--- src/rtl/pdvt_pkg.sv ---
package pdvt_pkg;

    typedef enum logic {
        ST_CLEAR,
        ST_ACTIVE
    } tbl_state_e;

    typedef enum logic [2:0] {
        MK_NONE,
        MK_IDENT,
        MK_DROP_PEER,
        MK_REGION,
        MK_APPEND,
        MK_FULL,
        MK_BADPOS
    } msg_kind_e;

endpackage

--- src/rtl/pdvt_msg_decode.sv ---
module pdvt_msg_decode
    import pdvt_pkg::*;
#(
    parameter int NUM_PEERS   = 64,
    parameter int NUM_VECTORS = 1,
    parameter int POS_W       = 8,
    parameter int IDX_W       = 6,
    parameter int CNT_W       = 1
) (
    input  logic                    accept,
    input  logic signed [POS_W-1:0] msg_pos,
    input  logic                    has_handle,
    input  logic [CNT_W-1:0]        cur_count,
    output msg_kind_e               kind,
    output logic [IDX_W-1:0]        idx
);

    logic in_range;
    logic is_region;

    assign idx       = msg_pos[IDX_W-1:0];
    assign in_range  = (msg_pos >= 0) && (int'(msg_pos) < NUM_PEERS);
    assign is_region = has_handle && (msg_pos == -1);

    always_comb begin
        kind = MK_NONE;
        if (accept) begin
            if (is_region) begin
                kind = MK_REGION;
            end else if (!in_range) begin
                kind = MK_BADPOS;
            end else if (!has_handle) begin
                kind = (cur_count == '0) ? MK_IDENT : MK_DROP_PEER;
            end else if (int'(cur_count) == NUM_VECTORS) begin
                kind = MK_FULL;
            end else begin
                kind = MK_APPEND;
            end
        end
    end

endmodule

--- src/rtl/pdvt_vec_table.sv ---
module pdvt_vec_table
    import pdvt_pkg::*;
#(
    parameter int NUM_PEERS   = 64,
    parameter int NUM_VECTORS = 1,
    parameter int POS_W       = 8,
    parameter int IDX_W       = 6,
    parameter int CNT_W       = 1
) (
    input  logic                    clk,
    input  logic                    rst_n,
    input  msg_kind_e               kind,
    input  logic [IDX_W-1:0]        msg_idx,
    input  logic [IDX_W-1:0]        db_idx,
    output logic                    active,
    output logic [CNT_W-1:0]        msg_count,
    output logic [CNT_W-1:0]        db_count,
    output logic signed [POS_W-1:0] self_id,
    output logic [IDX_W-1:0]        max_peer,
    output logic                    pos_err,
    output logic                    ovf_err
);

    tbl_state_e       state, state_nx;
    logic [IDX_W-1:0] clr_idx;
    logic [CNT_W-1:0] counts [NUM_PEERS];

    assign active    = (state == ST_ACTIVE);
    assign msg_count = counts[msg_idx];
    assign db_count  = counts[db_idx];

    always_comb begin
        state_nx = state;
        unique case (state)
            ST_CLEAR:  if (int'(clr_idx) == NUM_PEERS - 1) state_nx = ST_ACTIVE;
            ST_ACTIVE: state_nx = ST_ACTIVE;
            default:   state_nx = ST_CLEAR;
        endcase
    end

    always_ff @(posedge clk) begin
        if (!rst_n) begin
            state   <= ST_CLEAR;
            clr_idx <= '0;
        end else begin
            state <= state_nx;
            if (state == ST_CLEAR) clr_idx <= clr_idx + 1'b1;
        end
    end

    always_ff @(posedge clk) begin
        if (state == ST_CLEAR) begin
            counts[clr_idx] <= '0;
        end else begin
            unique case (kind)
                MK_DROP_PEER: counts[msg_idx] <= '0;
                MK_APPEND:    counts[msg_idx] <= counts[msg_idx] + CNT_W'(1);
                default:      ;
            endcase
        end
    end

    always_ff @(posedge clk) begin
        if (!rst_n) begin
            self_id  <= '1;
            max_peer <= '0;
            pos_err  <= 1'b0;
            ovf_err  <= 1'b0;
        end else begin
            pos_err <= 1'b0;
            ovf_err <= 1'b0;
            unique case (kind)
                MK_IDENT:  self_id  <= POS_W'(msg_idx);
                MK_REGION: max_peer <= '0;
                MK_APPEND: if (msg_idx > max_peer) max_peer <= msg_idx;
                MK_FULL:   ovf_err  <= 1'b1;
                MK_BADPOS: pos_err  <= 1'b1;
                default:   ;
            endcase
        end
    end


    ready_sticky_chk: assert property (@(posedge clk) disable iff (!rst_n)
        $past(active) |-> active);


    self_id_src_chk: assert property (@(posedge clk) disable iff (!rst_n)
        !$stable(self_id) |-> $past(kind == MK_IDENT));


    max_grow_chk: assert property (@(posedge clk) disable iff (!rst_n)
        (max_peer > $past(max_peer)) |-> $past(kind == MK_APPEND));


    err_excl_chk: assert property (@(posedge clk) disable iff (!rst_n)
        $countones({pos_err, ovf_err}) <= 1);

endmodule

--- src/rtl/pdvt_door_check.sv ---
module pdvt_door_check #(
    parameter int NUM_VECTORS = 1,
    parameter int IDX_W       = 6,
    parameter int CNT_W       = 1,
    parameter int DEST_W      = 16,
    parameter int VEC_W       = 8
) (
    input  logic              clk,
    input  logic              rst_n,
    input  logic              active,
    input  logic              db_valid,
    input  logic [DEST_W-1:0] db_dest,
    input  logic [VEC_W-1:0]  db_vector,
    input  logic [IDX_W-1:0]  max_peer,
    input  logic [CNT_W-1:0]  dest_count,
    output logic              notify_valid,
    output logic [DEST_W-1:0] notify_dest,
    output logic [VEC_W-1:0]  notify_vector
);

    logic dest_ok;
    logic vec_ok;
    logic hit;

    assign dest_ok = (32'(db_dest) <= 32'(max_peer));
    assign vec_ok  = (32'(db_vector) < 32'(dest_count));
    assign hit     = db_valid && active && dest_ok && vec_ok;

    always_ff @(posedge clk) begin
        if (!rst_n) begin
            notify_valid  <= 1'b0;
            notify_dest   <= '0;
            notify_vector <= '0;
        end else begin
            notify_valid <= hit;
            if (hit) begin
                notify_dest   <= db_dest;
                notify_vector <= db_vector;
            end
        end
    end


    notify_vec_chk: assert property (@(posedge clk) disable iff (!rst_n)
        notify_valid |-> (32'(notify_vector) < NUM_VECTORS));


    notify_dest_chk: assert property (@(posedge clk) disable iff (!rst_n)
        notify_valid |-> (32'(notify_dest) <= $past(32'(max_peer))));

endmodule

--- src/rtl/peer_doorbell_table.sv ---
module peer_doorbell_table
    import pdvt_pkg::*;
#(
    parameter int NUM_PEERS   = 64,
    parameter int NUM_VECTORS = 1,
    parameter int POS_W       = 8,
    parameter int DEST_W      = 16,
    parameter int VEC_W       = 8,
    localparam int IDX_W      = (NUM_PEERS > 1) ? $clog2(NUM_PEERS) : 1,
    localparam int CNT_W      = (NUM_VECTORS > 0) ? $clog2(NUM_VECTORS + 1) : 1
) (
    input  logic                    clk,
    input  logic                    rst_n,
    input  logic                    msg_valid,
    output logic                    msg_ready,
    input  logic signed [POS_W-1:0] msg_pos,
    input  logic                    msg_has_handle,
    input  logic                    db_valid,
    input  logic [DEST_W-1:0]       db_dest,
    input  logic [VEC_W-1:0]        db_vector,
    output logic                    notify_valid,
    output logic [DEST_W-1:0]       notify_dest,
    output logic [VEC_W-1:0]        notify_vector,
    output logic signed [POS_W-1:0] self_id,
    output logic [IDX_W-1:0]        max_peer,
    output logic                    pos_err,
    output logic                    ovf_err
);

    msg_kind_e        kind;
    logic [IDX_W-1:0] msg_idx;
    logic [CNT_W-1:0] msg_count;
    logic [CNT_W-1:0] db_count;
    logic             active;

    assign msg_ready = active;

    pdvt_msg_decode #(
        .NUM_PEERS(NUM_PEERS), .NUM_VECTORS(NUM_VECTORS),
        .POS_W(POS_W), .IDX_W(IDX_W), .CNT_W(CNT_W)
    ) u_decode (
        .accept     (msg_valid && active),
        .msg_pos    (msg_pos),
        .has_handle (msg_has_handle),
        .cur_count  (msg_count),
        .kind       (kind),
        .idx        (msg_idx)
    );

    pdvt_vec_table #(
        .NUM_PEERS(NUM_PEERS), .NUM_VECTORS(NUM_VECTORS),
        .POS_W(POS_W), .IDX_W(IDX_W), .CNT_W(CNT_W)
    ) u_table (
        .clk       (clk),
        .rst_n     (rst_n),
        .kind      (kind),
        .msg_idx   (msg_idx),
        .db_idx    (db_dest[IDX_W-1:0]),
        .active    (active),
        .msg_count (msg_count),
        .db_count  (db_count),
        .self_id   (self_id),
        .max_peer  (max_peer),
        .pos_err   (pos_err),
        .ovf_err   (ovf_err)
    );

    pdvt_door_check #(
        .NUM_VECTORS(NUM_VECTORS), .IDX_W(IDX_W), .CNT_W(CNT_W),
        .DEST_W(DEST_W), .VEC_W(VEC_W)
    ) u_door (
        .clk           (clk),
        .rst_n         (rst_n),
        .active        (active),
        .db_valid      (db_valid),
        .db_dest       (db_dest),
        .db_vector     (db_vector),
        .max_peer      (max_peer),
        .dest_count    (db_count),
        .notify_valid  (notify_valid),
        .notify_dest   (notify_dest),
        .notify_vector (notify_vector)
    );

endmodule

--- config.mk ---
export PLATFORM = sky130hd
export DESIGN_NAME = peer_doorbell_table
export DESIGN_NICKNAME = d
export VERILOG_FILES = /design/src/rtl/pdvt_pkg.sv /design/src/rtl/pdvt_msg_decode.sv /design/src/rtl/pdvt_vec_table.sv /design/src/rtl/pdvt_door_check.sv /design/src/rtl/peer_doorbell_table.sv
export SDC_FILE = /design/constraint.sdc
export NUM_CORES = 1
export LEC_CHECK = 0
export BUFFER_PORTS_ARGS = -buffer_cell sky130_fd_sc_hd__buf_2
export CORE_ASPECT_RATIO = 0.7
export CORE_MARGIN = 3
export CORE_UTILIZATION = 58
export CTS_CLUSTER_DIAMETER = 100
export DETAILED_ROUTE_END_ITERATION = 10
export PLACE_DENSITY = 0.77
export SKIP_LAST_GASP = 1
export SYNTH_ARGS = -nofsm -noshare
export SYNTH_HDL_FRONTEND = slang
export SYNTH_SLANG_ARGS = --single-unit
--- constraint.sdc ---
create_clock -name clk -period 6.15 [get_ports clk]
set_clock_uncertainty 0.2 [all_clocks]
set_input_delay 0.615 -clock clk [delete_from_list [all_inputs] [get_ports clk]]
set_output_delay 0.615 -clock clk [all_outputs]
set_load 0.05 [all_outputs]
* Yosys cells after proc, flatten, opt, wreduce, memory -nomap -nowiden
Memory sizes are Yosys's and may differ from the RTL's.
Index checks and enable logic that the tools add are counted.
** Operators by class
- Add/subtract/negate cells :: 2
- $mul :: 0
- Div/mod/pow operators :: 0
- $lt $le $gt $ge :: 5
- Eq/ne operators :: 9
- Shift operators :: 0
- Multiplexer cells :: 23
- Bitwise logic cells :: 2
- Reductions and logical operators :: 9
** Operator list (count)
- $le A16 B6 Y1 :: 1
- $mux W1 :: 14
- $mux W3 :: 4
- $mux W6 :: 2
- $pmux W6 S2 :: 1
- $eq A3 B3 Y1 const B :: 3
- $eq A8 B1 Y1 const B :: 1
- $ge A8 B1 Y1 const B :: 1
- $lt A8 B1 Y1 :: 1
- $lt A8 B8 Y1 const B :: 1
- $add A6 B1 Y6 const B :: 1
- $eq A3 B2 Y1 const B :: 2
- $eq A6 B1 Y1 const B :: 1
- $gt A6 B6 Y1 :: 1
- $logic_and A1 B1 Y1 :: 6
- $eq A3 B1 Y1 const B :: 1
- $mux W2 :: 1
- $ne A2 B1 Y1 const B :: 1
- $pmux W1 S2 :: 1
- $reduce_and A2 Y1 :: 1
- $reduce_bool A2 Y1 :: 1
- $add A1 B1 Y1 const B :: 1
- $not A1 Y1 :: 1
- $or A1 B1 Y1 :: 1
- $reduce_or A1 Y1 :: 1
** Word-level totals
- Register bits :: 48
- Latch bits :: 0
- RAM bits :: 64
- Bits in read-only memories :: 0
- Bits of input ports :: 37
- Output and inout bits :: 42
- Logic and storage cells :: 60
- Memories :: 1
** Memory list
- u_table.counts :: depth 64, width 1, read ports 2, clocked after memory_dff 0, wr ports 1, line pdvt_vec_table.sv:26 : logic [CNT_W-1:0] counts [NUM_PEERS];

* Logic depth before layout (Yosys ltp)
An unclocked memory read counts as a cell.
- Word-level depth :: 13
- Depth in mapped cells :: 16
- Mapped depth without buffers :: 12

* Cells and area by module
From an unflattened synthesis, not the netlist that was laid out.
** Unflattened totals
- Cell total of the unflattened synthesis :: 498
- Area, all modules :: 5820.6 um^2
** Modules (own cells, without submodules)
- pdvt_vec_table :: times used 1, cells each 385, area an instance 4650.7 um^2, sequential area each 2362.3 um^2
- pdvt_door_check :: times used 1, cells each 95, area an instance 1041.0 um^2, sequential area each 500.5 um^2
- pdvt_msg_decode :: times used 1, cells each 17, area an instance 122.6 um^2, sequential area each 0.0 um^2
- peer_doorbell_table :: times used 1, cells each 1, area an instance 6.3 um^2, sequential area each 0.0 um^2

* Least setup slack after synthesis
No wires, ideal clock.
- Kind :: input-to-reg
- Start point :: input msg_pos[0]
- End point :: memory u_table.counts[0] (data pin)
- Setup time :: 383 ps
- Arrival time :: 4107 ps
- Required time :: 5567 ps
- Path slack :: 1460 ps
- Cell stages on the path :: 10
- Path buffers :: 2
- Cell sequence :: buf_6 > buf_8 > mux4_1 > mux4_2 > mux4_2 > ha_1 > and2_1 > nor2_1 > and3_1 > nor2b_2
** On the way
- Word-level cells in the longest chain between the ends :: 13
- Elaborated cells on any way between the ends :: 25
** RTL lines
- from (decl) :: line peer_doorbell_table.sv:16 : input logic signed [POS_W-1:0] msg_pos,
- $mem_v2 Z64 W1
- $mux W2 / $mux W1 (equally long branches) :: line pdvt_msg_decode.sv:33, pdvt_msg_decode.sv:34
- $mux W3 :: line pdvt_msg_decode.sv:32 : end else if (!has_handle) begin
- $mux W3 :: line pdvt_msg_decode.sv:30 : end else if (!in_range) begin
- $mux W3 :: line pdvt_msg_decode.sv:28 : if (is_region) begin
- $mux W3 :: line pdvt_msg_decode.sv:27 : if (accept) begin
- $eq A3 B2 Y1 / $eq A3 B3 Y1 (equally long branches) :: line pdvt_vec_table.sv:55 : unique case (kind)
- $mux W1 :: line pdvt_vec_table.sv:55
- $mux W1 :: line pdvt_vec_table.sv:52 : if (state == ST_CLEAR) begin
- $mux W1 (on tied branches) :: line pdvt_vec_table.sv:56, pdvt_vec_table.sv:57
- $or A1 B1 Y1 (no source line)
- $reduce_or A1 Y1 (no source line)
- $mux W1 (no source line) *
- to (decl) :: line pdvt_vec_table.sv:26
Mark *: on every way between the ends. The rest lies on a longest branch, timed or not.

* Final worst setup path
- Start point :: input msg_pos[0]
- End point :: memory u_table.counts[49], enable pin
** On the way
- Word-level cells in the longest chain between the ends :: 13
- Elaborated cells on any way between the ends :: 24
** RTL lines (line)
- $mem_v2 Z64 W1
- $mux W2 / $mux W1 (equally long branches) :: pdvt_msg_decode.sv:33, pdvt_msg_decode.sv:34
- $mux W3 :: pdvt_msg_decode.sv:32
- $mux W3 :: pdvt_msg_decode.sv:30
- $mux W3 :: pdvt_msg_decode.sv:28
- $mux W3 :: pdvt_msg_decode.sv:27
- $eq A3 B2 Y1 / $eq A3 B3 Y1 (equally long branches) :: pdvt_vec_table.sv:55
- $mux W1 :: pdvt_vec_table.sv:55
- $mux W1 :: pdvt_vec_table.sv:52
- $mux W1 (on tied branches) :: pdvt_vec_table.sv:56, pdvt_vec_table.sv:57
- $or A1 B1 Y1 (no source line)
- $reduce_or A1 Y1 (no source line)
- $mux W6 (no source line) / $mux W1 (equally long branches)
Parallel ways exist; a longest one is shown, timed or not.

==> impl_metrics.env <==
export IMPL_status="finished clean"
export IMPL_clk_pin_slew_worst_paths_ns=0.07
export IMPL_peakVddDrop_v=0.000179
export IMPL_grt_pass1_vias=4651
export IMPL_holdPathEnd="u_door.notify_dest[1]$_SDFFE_PN0P_"
export IMPL_antenna_cells=0
export IMPL_overflow=0
export IMPL_grt_use_met3_pct=9.04
export IMPL_finalHoldViolations=0
export IMPL_finalSetupViolCount=0
export IMPL_chipWidth_um=126
export IMPL_crit_path_end_kind="flop"
export IMPL_rsz0062_at_grt="no"
export IMPL_gp_congestion=0.920
export IMPL_timing_hold_ws_ns=0.264
export IMPL_r2r_cells=10
export IMPL_clockBufferDepth=2
export IMPL_io_buffers=78
export IMPL_synthArstFlopShare_pct=0
export IMPL_min_path_type="flop to flop"
export IMPL_drt_iter0_drc=751
export IMPL_grt_first_pass_wirelength_um=25800
export IMPL_required_ns=6.01
export IMPL_drtAntennaViolNets=0
export IMPL_crit_start="msg_pos[0]"
export IMPL_critPathKind="input pin to flop"
export IMPL_hold_buffers=0
export IMPL_yosys_warnings=0
export IMPL_ys_flop_type="edfxtp_1"
export IMPL_powerDensity_nw_per_um2=227
export IMPL_placementRows=30
export IMPL_top_usage_layer="met2"
export IMPL_cts_setup_buffers=0
export IMPL_drc=0
export IMPL_whs_path_depth=2
export IMPL_totalWireLength_um=16500
export IMPL_firstDrtPassIters=6
export IMPL_drive_gt1_share_pct=18.1
export IMPL_layout_common_cells="86 x nor2_1, 78 x buf_2, 64 x edfxtp_1, 53 x mux2i_1, 47 x dfxtp_1"
export IMPL_startpoint_type="input pin"
export IMPL_grt_usage_pct=29.0
export IMPL_clock_sink_count=111
export IMPL_synth_edf_count=64
export IMPL_fill_cells=745
export IMPL_vias_per_cell=6.62
export IMPL_grt_max_degree=65
export IMPL_numCtsBuffers=9
export IMPL_fin_tns_setup_ns=0
export IMPL_area_delta_synth_final_pct=12.5
export IMPL_r2r_slack_ns=1.44
export IMPL_slew_viol_final=0
export IMPL_leakagePower_nw=2.78
export IMPL_critical_path_max_fanout=17
export IMPL_fmax_ghz=0.194
export IMPL_core_area_um2=9800
export IMPL_max_slew_margin_pct=30.4
export IMPL_die_area_um2=11400
export IMPL_worstReg2RegEnd="u_table.counts[49]$_DFFE_PP_"
export IMPL_syn_cell_area_um2=5890
export IMPL_final_common_cell="nor2_1"
export IMPL_timing_critical_path_arrival_ns=5.02
export IMPL_clock_tree_root_cell="clkbuf_16"
export IMPL_ioPinCount=79
export IMPL_wl_per_cell_um=22.2
export IMPL_floorplan_initialDensity_pct=60.1
export IMPL_h_tree_depth=3
export IMPL_cts_resized=0
export IMPL_dp_hpwl_um=11400
export IMPL_antenna_found_initial=0
export IMPL_regArea_um2=2860
export IMPL_grt_use_met2_pct=42.3
export IMPL_ys_seq_area_share_pct=48.6
export IMPL_r2r_start="u_table.counts[9]$_DFFE_PP_"
export IMPL_min_delay_start="u_door.notify_dest[1]$_SDFFE_PN0P_"
export IMPL_grtUsageMet1_pct=41.5
export IMPL_clk_latency_ns=0.36
export IMPL_power_total_mw=1.50
export IMPL_synth_seq_cells=111
export IMPL_syn_inst=549
export IMPL_syn_num_nets=600
export IMPL_cts_tree="built"
export IMPL_dr_total_vias=4906
export IMPL_syn_avg_cell_area_um2=10.7
export IMPL_multiInputGateArea_um2=2820
export IMPL_max_cap_viol_count=0
export IMPL_tightest_slew_ns=1.04
export IMPL_die_y_um=90.3
export IMPL_final_net_count=659
export IMPL_synth_distinct_cells=48
export IMPL_fin_crit_sh_pct=83.8
export IMPL_final_min_clock_period_ns=5.16
critical path, stage by stage:
cell and delay, ns:
buf_2 0.47, mux4_1 0.69, mux4_2 0.52, mux4_2 0.52, ha_1 0.25, xor2_1 0.15, nand4_1 0.18, or3_1 0.59
nor2_1 0.56, a32oi_1 0.26, nor2_1 0.19
power by group:
| group | internal (mW) | total (mW) | leakage [nW] | switching [mW] |
|---|---|---|---|---|
| Clock | 0.305 | 0.584 | 0.150 | 0.279 |
| Sequential | 0.780 | 0.787 | 1.09 | 0.00668 |
| Combinational | 0.0487 | 0.133 | 1.54 | 0.0847 |
final cells by class:
cell class / instances / area share, %
flip-flops and latches: 111 / 43.2
multi-input cells: 389 / 42.5
repair buffers: 85 / 6.68
clock buffers: 10 / 3.78
well taps: 128 / 2.42
clock inverters: 6 / 0.736
inverters: 12 / 0.680
logic make-up (layout without fill, tap and decap cells):
logic type	count (synthesis)	after routing	synth area share (%)
AOI/OAI and AO/OA	72	72	8.30
xor gates and xnor gates	4	4	0.595
adders and majority gates	14	14	2.97
buffers and inverters	49	113	3.65
DFF	111	111	48.6
muxes	72	72	17.1
and+or+nand+nor	227	227	18.8
per-layer routing:
layer	wire [um]	vias up
li1	-	2180
met4	412	0
met2	7250	376
met3	2110	44
met5	0	-
met1	6700	2306
Yosys cell counts, types with 13 or more instances:
library cell  number  share of area (%)
nor2_1            86                5.5
a21oi_1           16                1.4
ha_1              14                3.0
and3_1            26                2.8
dfxtp_1           47                 16
clkbuf_1          24                1.5
a31oi_1           13                1.4
nor3_1            14                1.2
mux4_1            13                5.8
edfxtp_1          64                 33
nand2_1           41                2.6
mux2i_1           53                9.0
a22oi_1           18                2.3
through the flow:
step,std cells,cell area (um2),util [%],worst slack [ns]
floorplan,549,5890,-,1.46
global placement,725,6330,64.6,0.834
detailed placement,725,6330,64.6,0.751
CTS,741,6630,67.7,1.12
global route,741,6630,67.7,0.811
finish,741,6630,67.7,0.994
state kept, by name, indices dropped and copies added, names as in the netlist:
name                  count
u_door.notify_valid       1
u_door.notify_dest       16
u_table.pos_err           1
u_table.self_id           7
u_table.max_peer          6
u_table.active            1
u_table.clr_idx           6
u_table.ovf_err           1
u_door.notify_vector      8
u_table.counts           64
worst max path at each step:
stage / end / slack (ns) / cells after the start
after floorplan: u_table.counts[0]$_DFFE_PP_ / 1.46 / 10
after global placement: u_table.counts[11]$_DFFE_PP_ / 0.83 / 11
after detailed placement: u_table.counts[58]$_DFFE_PP_ / 0.75 / 11
after CTS: u_table.counts[49]$_DFFE_PP_ / 1.12 / 11
after global routing: u_table.counts[26]$_DFFE_PP_ / 0.81 / 11
final: u_table.counts[49]$_DFFE_PP_ / 0.99 / 11
No activity file was read; power rests on OpenSTA's default activity.
